[src/rtl/addu_pkg.sv]
package addu_pkg;

  localparam int OPC_W = 10;

  localparam logic [OPC_W-1:0] OPC_ADD    = 10'd266;
  localparam logic [OPC_W-1:0] OPC_ADDC   = 10'd10;
  localparam logic [OPC_W-1:0] OPC_ADDE   = 10'd138;
  localparam logic [OPC_W-1:0] OPC_ADDZE  = 10'd202;
  localparam logic [OPC_W-1:0] OPC_ADDME  = 10'd234;
  localparam logic [OPC_W-1:0] OPC_SUBF   = 10'd40;
  localparam logic [OPC_W-1:0] OPC_SUBFC  = 10'd8;
  localparam logic [OPC_W-1:0] OPC_SUBFE  = 10'd136;
  localparam logic [OPC_W-1:0] OPC_SUBFZE = 10'd200;
  localparam logic [OPC_W-1:0] OPC_SUBFME = 10'd232;
  localparam logic [OPC_W-1:0] OPC_NEG    = 10'd104;

  // Second adder term
  typedef enum logic [1:0] {
    B_OPER = 2'd0,
    B_ZERO = 2'd1,
    B_ONES = 2'd2
  } bSel_e;

  // Carry into bit 0
  typedef enum logic [1:0] {
    CI_ZERO  = 2'd0,
    CI_ONE   = 2'd1,
    CI_CARRY = 2'd2
  } ciSel_e;

  typedef struct packed {
    logic   legal;
    logic   invA;
    bSel_e  bSel;
    ciSel_e ciSel;
    logic   writeCa;
  } addStrobe_t;

endpackage

[src/rtl/addu_ctrl.sv]
module addu_ctrl
  import addu_pkg::*;
(
  input  logic [OPC_W-1:0] xOpcode,
  output addStrobe_t       strb
);

  always_comb begin
    strb = '{legal: 1'b1, invA: 1'b0, bSel: B_OPER, ciSel: CI_ZERO, writeCa: 1'b0};
    case (xOpcode)
      OPC_ADD:    strb = '{legal: 1'b1, invA: 1'b0, bSel: B_OPER, ciSel: CI_ZERO,  writeCa: 1'b0};
      OPC_ADDC:   strb = '{legal: 1'b1, invA: 1'b0, bSel: B_OPER, ciSel: CI_ZERO,  writeCa: 1'b1};
      OPC_ADDE:   strb = '{legal: 1'b1, invA: 1'b0, bSel: B_OPER, ciSel: CI_CARRY, writeCa: 1'b1};
      OPC_ADDZE:  strb = '{legal: 1'b1, invA: 1'b0, bSel: B_ZERO, ciSel: CI_CARRY, writeCa: 1'b1};
      OPC_ADDME:  strb = '{legal: 1'b1, invA: 1'b0, bSel: B_ONES, ciSel: CI_CARRY, writeCa: 1'b1};
      OPC_SUBF:   strb = '{legal: 1'b1, invA: 1'b1, bSel: B_OPER, ciSel: CI_ONE,   writeCa: 1'b0};
      OPC_SUBFC:  strb = '{legal: 1'b1, invA: 1'b1, bSel: B_OPER, ciSel: CI_ONE,   writeCa: 1'b1};
      OPC_SUBFE:  strb = '{legal: 1'b1, invA: 1'b1, bSel: B_OPER, ciSel: CI_CARRY, writeCa: 1'b1};
      OPC_SUBFZE: strb = '{legal: 1'b1, invA: 1'b1, bSel: B_ZERO, ciSel: CI_CARRY, writeCa: 1'b1};
      OPC_SUBFME: strb = '{legal: 1'b1, invA: 1'b1, bSel: B_ONES, ciSel: CI_CARRY, writeCa: 1'b1};
      OPC_NEG:    strb = '{legal: 1'b1, invA: 1'b1, bSel: B_ZERO, ciSel: CI_ONE,   writeCa: 1'b0};
      default:    strb = '{legal: 1'b0, invA: 1'b0, bSel: B_ZERO, ciSel: CI_ZERO,  writeCa: 1'b0};
    endcase
  end

endmodule

[src/rtl/addu_dp.sv]
module addu_dp
  import addu_pkg::*;
#(
  parameter int WIDTH = 32
) (
  input  logic [WIDTH-1:0] opA,
  input  logic [WIDTH-1:0] opB,
  input  addStrobe_t       strb,
  input  logic             carryIn,
  input  logic             ovIn,
  input  logic             sumOvIn,
  input  logic             ovEnable,
  input  logic             recordEn,
  output logic [WIDTH-1:0] result,
  output logic             carryOut,
  output logic             ovOut,
  output logic             sumOvOut,
  output logic [3:0]       condField,
  output logic             condValid,
  output logic             illegal
);

  localparam int MSB = WIDTH - 1;

  logic [WIDTH-1:0] xTerm;
  logic [WIDTH-1:0] yTerm;
  logic [WIDTH-1:0] sumBits;
  logic [WIDTH:0]   chain;
  logic             signedOv;
  logic             stickyNext;
  logic             isNeg;
  logic             isZero;

  always_comb begin
    xTerm = strb.invA ? ~opA : opA;
    case (strb.bSel)
      B_OPER:  yTerm = opB;
      B_ONES:  yTerm = '1;
      default: yTerm = '0;
    endcase
    case (strb.ciSel)
      CI_ONE:   chain[0] = 1'b1;
      CI_CARRY: chain[0] = carryIn;
      default:  chain[0] = 1'b0;
    endcase
  end

  // One full-adder cell per bit; the carry into the top bit is kept for overflow
  for (genvar i = 0; i < WIDTH; i++) begin : g_bit
    assign sumBits[i]  = xTerm[i] ^ yTerm[i] ^ chain[i];
    assign chain[i+1]  = (xTerm[i] & yTerm[i]) | (chain[i] & (xTerm[i] ^ yTerm[i]));
  end

  assign signedOv   = chain[WIDTH] ^ chain[MSB];
  assign stickyNext = sumOvIn | (ovEnable & signedOv);
  assign isNeg      = sumBits[MSB];
  assign isZero     = ~|sumBits;

  always_comb begin
    illegal = ~strb.legal;
    if (!strb.legal) begin
      result    = '0;
      carryOut  = carryIn;
      ovOut     = ovIn;
      sumOvOut  = sumOvIn;
      condField = 4'd0;
      condValid = 1'b0;
    end else begin
      result    = sumBits;
      carryOut  = strb.writeCa ? chain[WIDTH] : carryIn;
      ovOut     = ovEnable ? signedOv : ovIn;
      sumOvOut  = stickyNext;
      condValid = recordEn;
      condField = recordEn ? {isNeg, ~isNeg & ~isZero, isZero, stickyNext} : 4'd0;
    end
  end

endmodule

[src/rtl/addu_top.sv]
module addu_top
  import addu_pkg::*;
#(
  parameter int WIDTH = 32
) (
  input  logic             clk,
  input  logic             rst_n,
  input  logic             inValid,
  input  logic [WIDTH-1:0] opA,
  input  logic [WIDTH-1:0] opB,
  input  logic [OPC_W-1:0] xOpcode,
  input  logic             ovEnable,
  input  logic             recordEn,
  input  logic             carryIn,
  input  logic             ovIn,
  input  logic             sumOvIn,
  output logic             outValid,
  output logic [WIDTH-1:0] result,
  output logic             carryOut,
  output logic             ovOut,
  output logic             sumOvOut,
  output logic [3:0]       condField,
  output logic             condValid,
  output logic             illegal
);

  addStrobe_t       strb;
  logic [WIDTH-1:0] resNext;
  logic             caNext;
  logic             ovNext;
  logic             soNext;
  logic [3:0]       cfNext;
  logic             cvNext;
  logic             illNext;

  addu_ctrl ctrl_i (
    .xOpcode (xOpcode),
    .strb    (strb)
  );

  addu_dp #(.WIDTH(WIDTH)) dp_i (
    .opA       (opA),
    .opB       (opB),
    .strb      (strb),
    .carryIn   (carryIn),
    .ovIn      (ovIn),
    .sumOvIn   (sumOvIn),
    .ovEnable  (ovEnable),
    .recordEn  (recordEn),
    .result    (resNext),
    .carryOut  (caNext),
    .ovOut     (ovNext),
    .sumOvOut  (soNext),
    .condField (cfNext),
    .condValid (cvNext),
    .illegal   (illNext)
  );

  always_ff @(posedge clk) begin
    if (!rst_n) begin
      outValid  <= 1'b0;
      result    <= '0;
      carryOut  <= 1'b0;
      ovOut     <= 1'b0;
      sumOvOut  <= 1'b0;
      condField <= 4'd0;
      condValid <= 1'b0;
      illegal   <= 1'b0;
    end else begin
      outValid <= inValid;
      if (inValid) begin
        result    <= resNext;
        carryOut  <= caNext;
        ovOut     <= ovNext;
        sumOvOut  <= soNext;
        condField <= cfNext;
        condValid <= cvNext;
        illegal   <= illNext;
      end
    end
  end

  // one-cycle latency pulse, outputs hold when idle
  p_valid_latency_r10: assert property (@(posedge clk) disable iff (!rst_n)
    inValid |=> outValid);
  p_hold_idle_r10: assert property (@(posedge clk) disable iff (!rst_n)
    !inValid |=> (!outValid && $stable(result) && $stable(carryOut)));

  // sticky bit never drops
  p_sticky_kept_r7: assert property (@(posedge clk) disable iff (!rst_n)
    (inValid && sumOvIn) |=> sumOvOut);

  // without enable, overflow passes through
  p_no_overflow_r6: assert property (@(posedge clk) disable iff (!rst_n)
    (inValid && !ovEnable) |=> (ovOut == $past(ovIn) && sumOvOut == $past(sumOvIn)));

  // plain add, subf and negate keep the carry
  p_carry_kept_r4: assert property (@(posedge clk) disable iff (!rst_n)
    (inValid && (xOpcode == OPC_ADD || xOpcode == OPC_SUBF || xOpcode == OPC_NEG))
    |=> (carryOut == $past(carryIn)));

  // illegal opcode freezes flags
  p_illegal_frozen_r9: assert property (@(posedge clk) disable iff (!rst_n)
    (outValid && illegal) |-> (!condValid && result == '0));

  // exactly one sign class in the condition nibble
  p_cond_onehot_r8: assert property (@(posedge clk) disable iff (!rst_n)
    condValid |-> ($countones(condField[3:1]) == 1));

endmodule

[config.mk]
export PLATFORM = sky130hd
export DESIGN_NAME = addu_top
export DESIGN_NICKNAME = d
export VERILOG_FILES = /design/src/rtl/addu_pkg.sv /design/src/rtl/addu_ctrl.sv /design/src/rtl/addu_dp.sv /design/src/rtl/addu_top.sv
export SDC_FILE = /design/constraint.sdc
export NUM_CORES = 1
export LEC_CHECK = 0
export BUFFER_PORTS_ARGS = -buffer_cell sky130_fd_sc_hd__clkbuf_2
export CAP_MARGIN = 25
export CORE_ASPECT_RATIO = 1.1
export CORE_MARGIN = 1.5
export CORE_UTILIZATION = 40
export CTS_CLUSTER_SIZE = 25
export DETAILED_ROUTE_END_ITERATION = 16
export PLACE_DENSITY = 0.67
export SLEW_MARGIN = 0
export SYNTH_ARGS = -nofsm -noshare
export SYNTH_HDL_FRONTEND = slang
export SYNTH_SLANG_ARGS = --single-unit
[constraint.sdc]
create_clock -name clk -period 52.2 [get_ports clk]
set_input_delay 7.83 -clock clk [delete_from_list [all_inputs] [get_ports clk]]
set_output_delay 7.83 -clock clk [all_outputs]
set_load 0.01 [all_outputs]
==> impl_metrics.toml, run 1 <==
[run_status]
status = "completed"

[yosys]
synth_warnings = 0
synth_top_area_share_pct = 25.9
postSynthCellCount = 341
yosysUniqueCellTypes = 49
ys.flop_type = "dfxtp_1"
syn_avg_cell_area_um2 = 9.52
synthArstFlopShare_pct = 0
synth_area_leader_cell = "dfxtp_1"
syn_area_mm2 = 0.00325
synth_edf_count = 0
ys_seq_area_share_pct = 25.9
ys_top_cells_by_area = "dfxtp_1, fa_1, xor2_1"
ys_ff_latch = 42
syn_nets = 457

[pwr]
vdd_drop_max_mv = 0.00822
cellPowerDensity_mw_per_mm2 = 17.3
total_power_mw = 0.0688
leakage_nw = 1.54

[cts]
cts-resized-gates = 0
postCtsHoldBufs = 0
clock-sinks = 42
numCtsBuffers = 5
cts_tree = "yes"
cts_htree_levels = 2
cts.clk_slew.worst_paths_ns = 0.08
clockBufferDepth = 2
cts_root_buffer = "clkbuf_8"
cts_setup_buffers = 0
insertion_delay_ns = 0.29

[worst_setup_path]
cp.arrival_ns = 23.76
reg2reg_to = "condValid"
crit_type = "input port to flop"
rr_startpoint = "condValid"
max_stage_delay_ns = 0.47
path_common_cell = "fa_1"
crit_slowest_cell = "fa_1"
cp-start-kind = "input port"
crit_path_end_kind = "flop"
regToRegSetupSlack_ns = 51.47
cp_data_required_time_ns = 52.38
r2r_cells = 2
crit_fanout = 32

[final_layout]
drive_above_1_share_pct = 34.0
antenna_cells = 0
area_growth_syn_to_layout_pct = 22.4
nets = 562

[min_path]
hold_class = "flop to flop"
min_path_cells = 2
holdPathEnd = "result[2]"
min_from = "result[2]"

[detailed_routing]
drt-pass1-iter-count = 4
drt_wl_total_mm = 7.82
avgViaCountPerCell = 4.88
via_count = 2708
drt_drc_violations_left = 0
drt_iter0_markers = 86
wire_per_inst_um = 14.1
ant_nets = 0

[sta]
period_share_pct = 45.2
finalClockSkew_ns = 0
rsz0062_at_grt = "no"
timing.slew.headroom_pct = 33.7
finalHoldViolCount = 0
fin_tns_setup_ns = 0
worst_slew_pin_slew_ns = 0.995
layout_setup_ws_ns = 28.62
slew_viol_final = 0
setup_viol = 0
holdWs_ns = 0.455
fmaxAchievable_ghz = 0.0424
period_needed_ns = 23.58

[die]
die_y_um = 97.5
rows = 34
initial_core_util_pct = 41.2
core_mm2 = 0.00787
die_w_um = 88.9
ios = 124
die_area_mm2 = 0.00866

[grt]
grt_pass1_vias = 2678
antenna_found_initial = 0
grtUsageMet2_pct = 32.1
gr-total-overflow = 0
grt_use_total_pct = 18.6
grt_first_pass_wirelength_mm = 12.6
grt_max_degree = 45
top_usage_layer = "met2"
grt_use_met1_pct = 23.5
met3_usage_pct = 3.06

[placed_design]
dp_slack_ns = 28.30
hpwl_mm = 6.15
gp_congestion = 0.826
io_buffers = 123

[flow_run]
maxCapViolations = 0
## registers in the layout (all words and copies together) (netlist names)
register   cells
ovOut          1
condField      4
result        32
condValid      1
carryOut       1
outValid       1
sumOvOut       1
illegal        1
## Yosys cell counts (6+ instances only)
master,instances
nand3_1,7
clkbuf_1,14
inv_1,8
xor2_1,29
a21boi_1,28
buf_2,7
nand4_1,6
dfxtp_1,42
fa_1,32
o21ai_0,34
o21a_1,6
nand2_1,37
nand3b_1,29
nor2_1,7
## kinds of logic (layout without fill, tap and decap cells)
group | Yosys count | after routing | share of synthesized area, %
AOI/OAI and AO/OA | 89 | 89 | 18.5
DFF | 42 | 42 | 25.9
and+or+nand+nor | 107 | 107 | 19.7
muxes | 1 | 1 | 0.308
xor gates and xnor gates | 33 | 33 | 8.90
buffers and inverters | 35 | 141 | 6.17
adders and majority gates | 34 | 34 | 20.5
## placed cells by master (no fill, tap or decap), types with 3 or more instances in the layout
cell / count
a21boi_0: 4
a21boi_1: 28
a21oi_1: 4
and2_2: 3
clkbuf_2: 123
clkbuf_8: 8
dfxtp_1: 42
fa_1: 32
inv_1: 8
nand2_1: 37
nand3_1: 7
nand3b_1: 29
nand4_1: 6
nor2_1: 7
o21a_1: 6
o21ai_0: 34
xnor2_1: 4
xor2_1: 29
## how the worst max path moves through the flow
| stage | from | end | slack (ns) |
|---|---|---|---|
| floorplan | xOpcode[6] | condField[2] | 29.26 |
| global placement | xOpcode[1] | condField[2] | 28.58 |
| detailed placement | xOpcode[1] | condField[2] | 28.30 |
| CTS | xOpcode[1] | condField[2] | 28.62 |
| global route | xOpcode[1] | condField[2] | 28.03 |
| finish | xOpcode[1] | condField[2] | 28.62 |
## power breakdown
group	internal (mW)	leakage, nW	total [mW]	switching [mW]
Combinational	0.00562	1.14	0.0116	0.00594
Clock	0.0134	0.0575	0.0247	0.0114
Sequential	0.0323	0.340	0.0325	0.000144
## critical path: cells and delay by family
family	cells	cell delay (ns)
AO/OA/AOI/OAI	5	0.79
adder cells (fa/ha/maj)	32	13.37
buffers and inverters	5	0.41
AND/OR/NAND/NOR	5	1.36
## final cells by class
type / count / area [um^2]
clock buffer: 8 / 110
timing repair buffer: 125 / 631
fill: 824 / 3900
multi-input combinational: 264 / 2230
tap: 108 / 135
inverter: 8 / 30.0
sequential: 42 / 841
## through the flow
stage	utilization, %	instances	cell area (um^2)
3_3_place_gp	49.1	547	3860
5_1_grt	50.5	555	3970
3_5_place_dp	49.1	547	3860
4_1_cts	50.5	555	3970
2_1_floorplan	-	341	3250
6_report	50.5	555	3970
## metal layers
layer,vias to the layer above,share of wire (%)
li1,1377,-
met1,1240,44
met2,80,50
met3,11,4.7
met4,0,1.9
met5,-,0
Power figures use the tool's default switching activity.
==> run 2, diff against run 1 <==
--- a/config.mk
+++ b/config.mk
@@ -12,7 +12,7 @@
 export CORE_UTILIZATION = 40
 export CTS_CLUSTER_SIZE = 25
 export DETAILED_ROUTE_END_ITERATION = 16
-export PLACE_DENSITY = 0.67
+export PLACE_DENSITY = 0.7
 export SLEW_MARGIN = 0
 export SYNTH_ARGS = -nofsm -noshare
 export SYNTH_HDL_FRONTEND = slang
==> constraint.sdc (replaced) <==
create_clock -name clk -period 19.2 [get_ports clk]
set_input_delay 2.88 -clock clk [delete_from_list [all_inputs] [get_ports clk]]
set_output_delay 2.88 -clock clk [all_outputs]
set_load 0.01 [all_outputs]
==> run 2 against run 1 <==
Effect of this change: sequential share of layout area shrank 0.26 points; clock power grew to 2.7 times the previous value; register-to-register slack lost 33 ns; die area is the same; sequential power grew to 2.7 times the previous value; global-route usage grew 0.69 points; count of clock-buffer cells in the layout is the same; critical path depth is the same; hold slack gained 0.0095 ns; core utilization grew 0.62 points; cell area grew 1.2%.
==> impl_metrics.toml, run 2 (synthesis results as in run 1) <==
[final_layout]
regMostFlops = "result"
nets = 565
layout_commonest_cell = "clkbuf_2"
antenna_cells = 0
fillCellCount = 781
drive_above_1_share_pct = 34.7
largest_register_ffs = 32
top_regs = "result: 32 flops, condField: 4 flops"
area_growth_syn_to_layout_pct = 23.9
final_cell_mix = "clkbuf_2, dfxtp_1, nand2_1"

[worst_setup_path]
rr_startpoint = "result[31]"
path_common_cell = "fa_1"
r2r_cells = 2
cp_data_required_time_ns = 19.37
regToRegSetupSlack_ns = 18.46
cp.arrival_ns = 18.65
max_stage_delay_ns = 0.47
crit_type = "input port to flop"
crit_slowest_cell = "fa_1"
crit_path_end_kind = "flop"
crit_fanout = 6
reg2reg_to = "result[31]"
cp-start-kind = "input port"

[sta]
period_needed_ns = 18.48
holdWs_ns = 0.464
slew_viol_final = 0
worst_slew_pin_slew_ns = 0.999
finalHoldViolCount = 0
period_share_pct = 96.2
setup_viol = 0
fin_tns_setup_ns = 0
finalClockSkew_ns = 0
fmaxAchievable_ghz = 0.0541
rsz0062_at_grt = "no"
timing.slew.headroom_pct = 33.3

[grt]
antenna_found_initial = 0
gr-total-overflow = 0
grt_first_pass_wirelength_mm = 13.0
grt_max_degree = 45
grt_use_total_pct = 19.3
grt_pass1_vias = 2759

[detailed_routing]
ant_nets = 0
avgViaCountPerCell = 5.04
drt_wl_total_mm = 8.15
wire_per_inst_um = 14.6
via_count = 2811
drt-pass1-iter-count = 5
drt_iter0_markers = 90
drt_drc_violations_left = 0

[placed_design]
gp_congestion = 0.793
hpwl_mm = 6.44
io_buffers = 123

[die]
die_w_um = 88.9
rows = 34
die_y_um = 97.5
die_area_mm2 = 0.00866
initial_core_util_pct = 41.2
core_mm2 = 0.00787
ios = 124

[cts]
cts_htree_levels = 2
insertion_delay_ns = 0.29
cts_tree = "yes"
numCtsBuffers = 5
clock-sinks = 42
cts_root_buffer = "clkbuf_8"
postCtsHoldBufs = 0
clockBufferDepth = 2
cts_setup_buffers = 0
cts-resized-gates = 0
cts.clk_slew.worst_paths_ns = 0.08

[pwr]
p_seq_share_pct = 47.1
leakage_nw = 1.56
comb_power_share_pct = 17.0
vdd_drop_max_mv = 0.0261
p_sw_mw = 0.0477
cellPowerDensity_mw_per_mm2 = 46.6
p_sw_share_pct = 25.5
p_int_mw = 0.140
pwr-share-clk_pct = 35.9

[min_path]
hold_class = "flop to flop"
min_path_cells = 2
holdPathEnd = "result[16]"
min_from = "result[16]"

[run_status]
status = "completed"

[flow_run]
maxCapViolations = 0
-- run 2: cell type report --
cell class	count	area [um^2]	share of cell area, %
Tap cell	108	135	3.36
Inverter	8	30.0	0.747
Clock buffer	8	110	2.74
Sequential cell	42	841	20.9
Timing Repair Buffer	128	673	16.7
Multi-Input combinational cell	264	2230	55.5
-- run 2: worst max path at each step --
stage,to,from,cells past startpoint
global route,condField[2],xOpcode[5],47
global placement,condField[2],xOpcode[0],46
CTS,condField[2],xOpcode[5],47
detailed placement,condField[2],xOpcode[5],47
floorplan,condField[2],xOpcode[6],46
finish,condField[2],xOpcode[5],47
-- run 2: critical path: cells and delay by family --
family / cells / cell delay [ns]
compound gates: 2 / 0.23
simple gates: 7 / 1.32
fa+ha+maj: 33 / 13.77
buf+inv: 5 / 0.42
-- run 2: power by group through the flow --
stage                     clock network (mW)  logic (mW)  registers [mW]
after detailed placement                   0      0.0319          0.0903
after global routing                  0.0729      0.0350          0.0884
after floorplan                            0      0.0172          0.0907
after CTS                             0.0689      0.0320          0.0883
after global placement                     0      0.0312          0.0903
final                                 0.0673      0.0318          0.0883
-- run 2: layer usage --
metal  vias to the layer above  GRT usage [%]  routed length, um
met1                      1326           24.2               3340
met4                         0           5.17                144
li1                       1377              -                  -
met2                        98           33.3               4180
met3                        10           3.74                483
met5                         -              0                  0
-- run 2: stage by stage --
step | power, mW | instance area (um^2) | util, % | worst slack [ns] | instances
after floorplan | 0.108 | 3250 | - | 1.21 | 341
after global placement | 0.122 | 3880 | 49.3 | 0.692 | 549
after detailed placement | 0.122 | 3880 | 49.3 | 0.307 | 549
after CTS | 0.189 | 3990 | 50.7 | 0.614 | 557
after global routing | 0.196 | 4020 | 51.1 | 0.0342 | 558
final | 0.187 | 4020 | 51.1 | 0.723 | 558
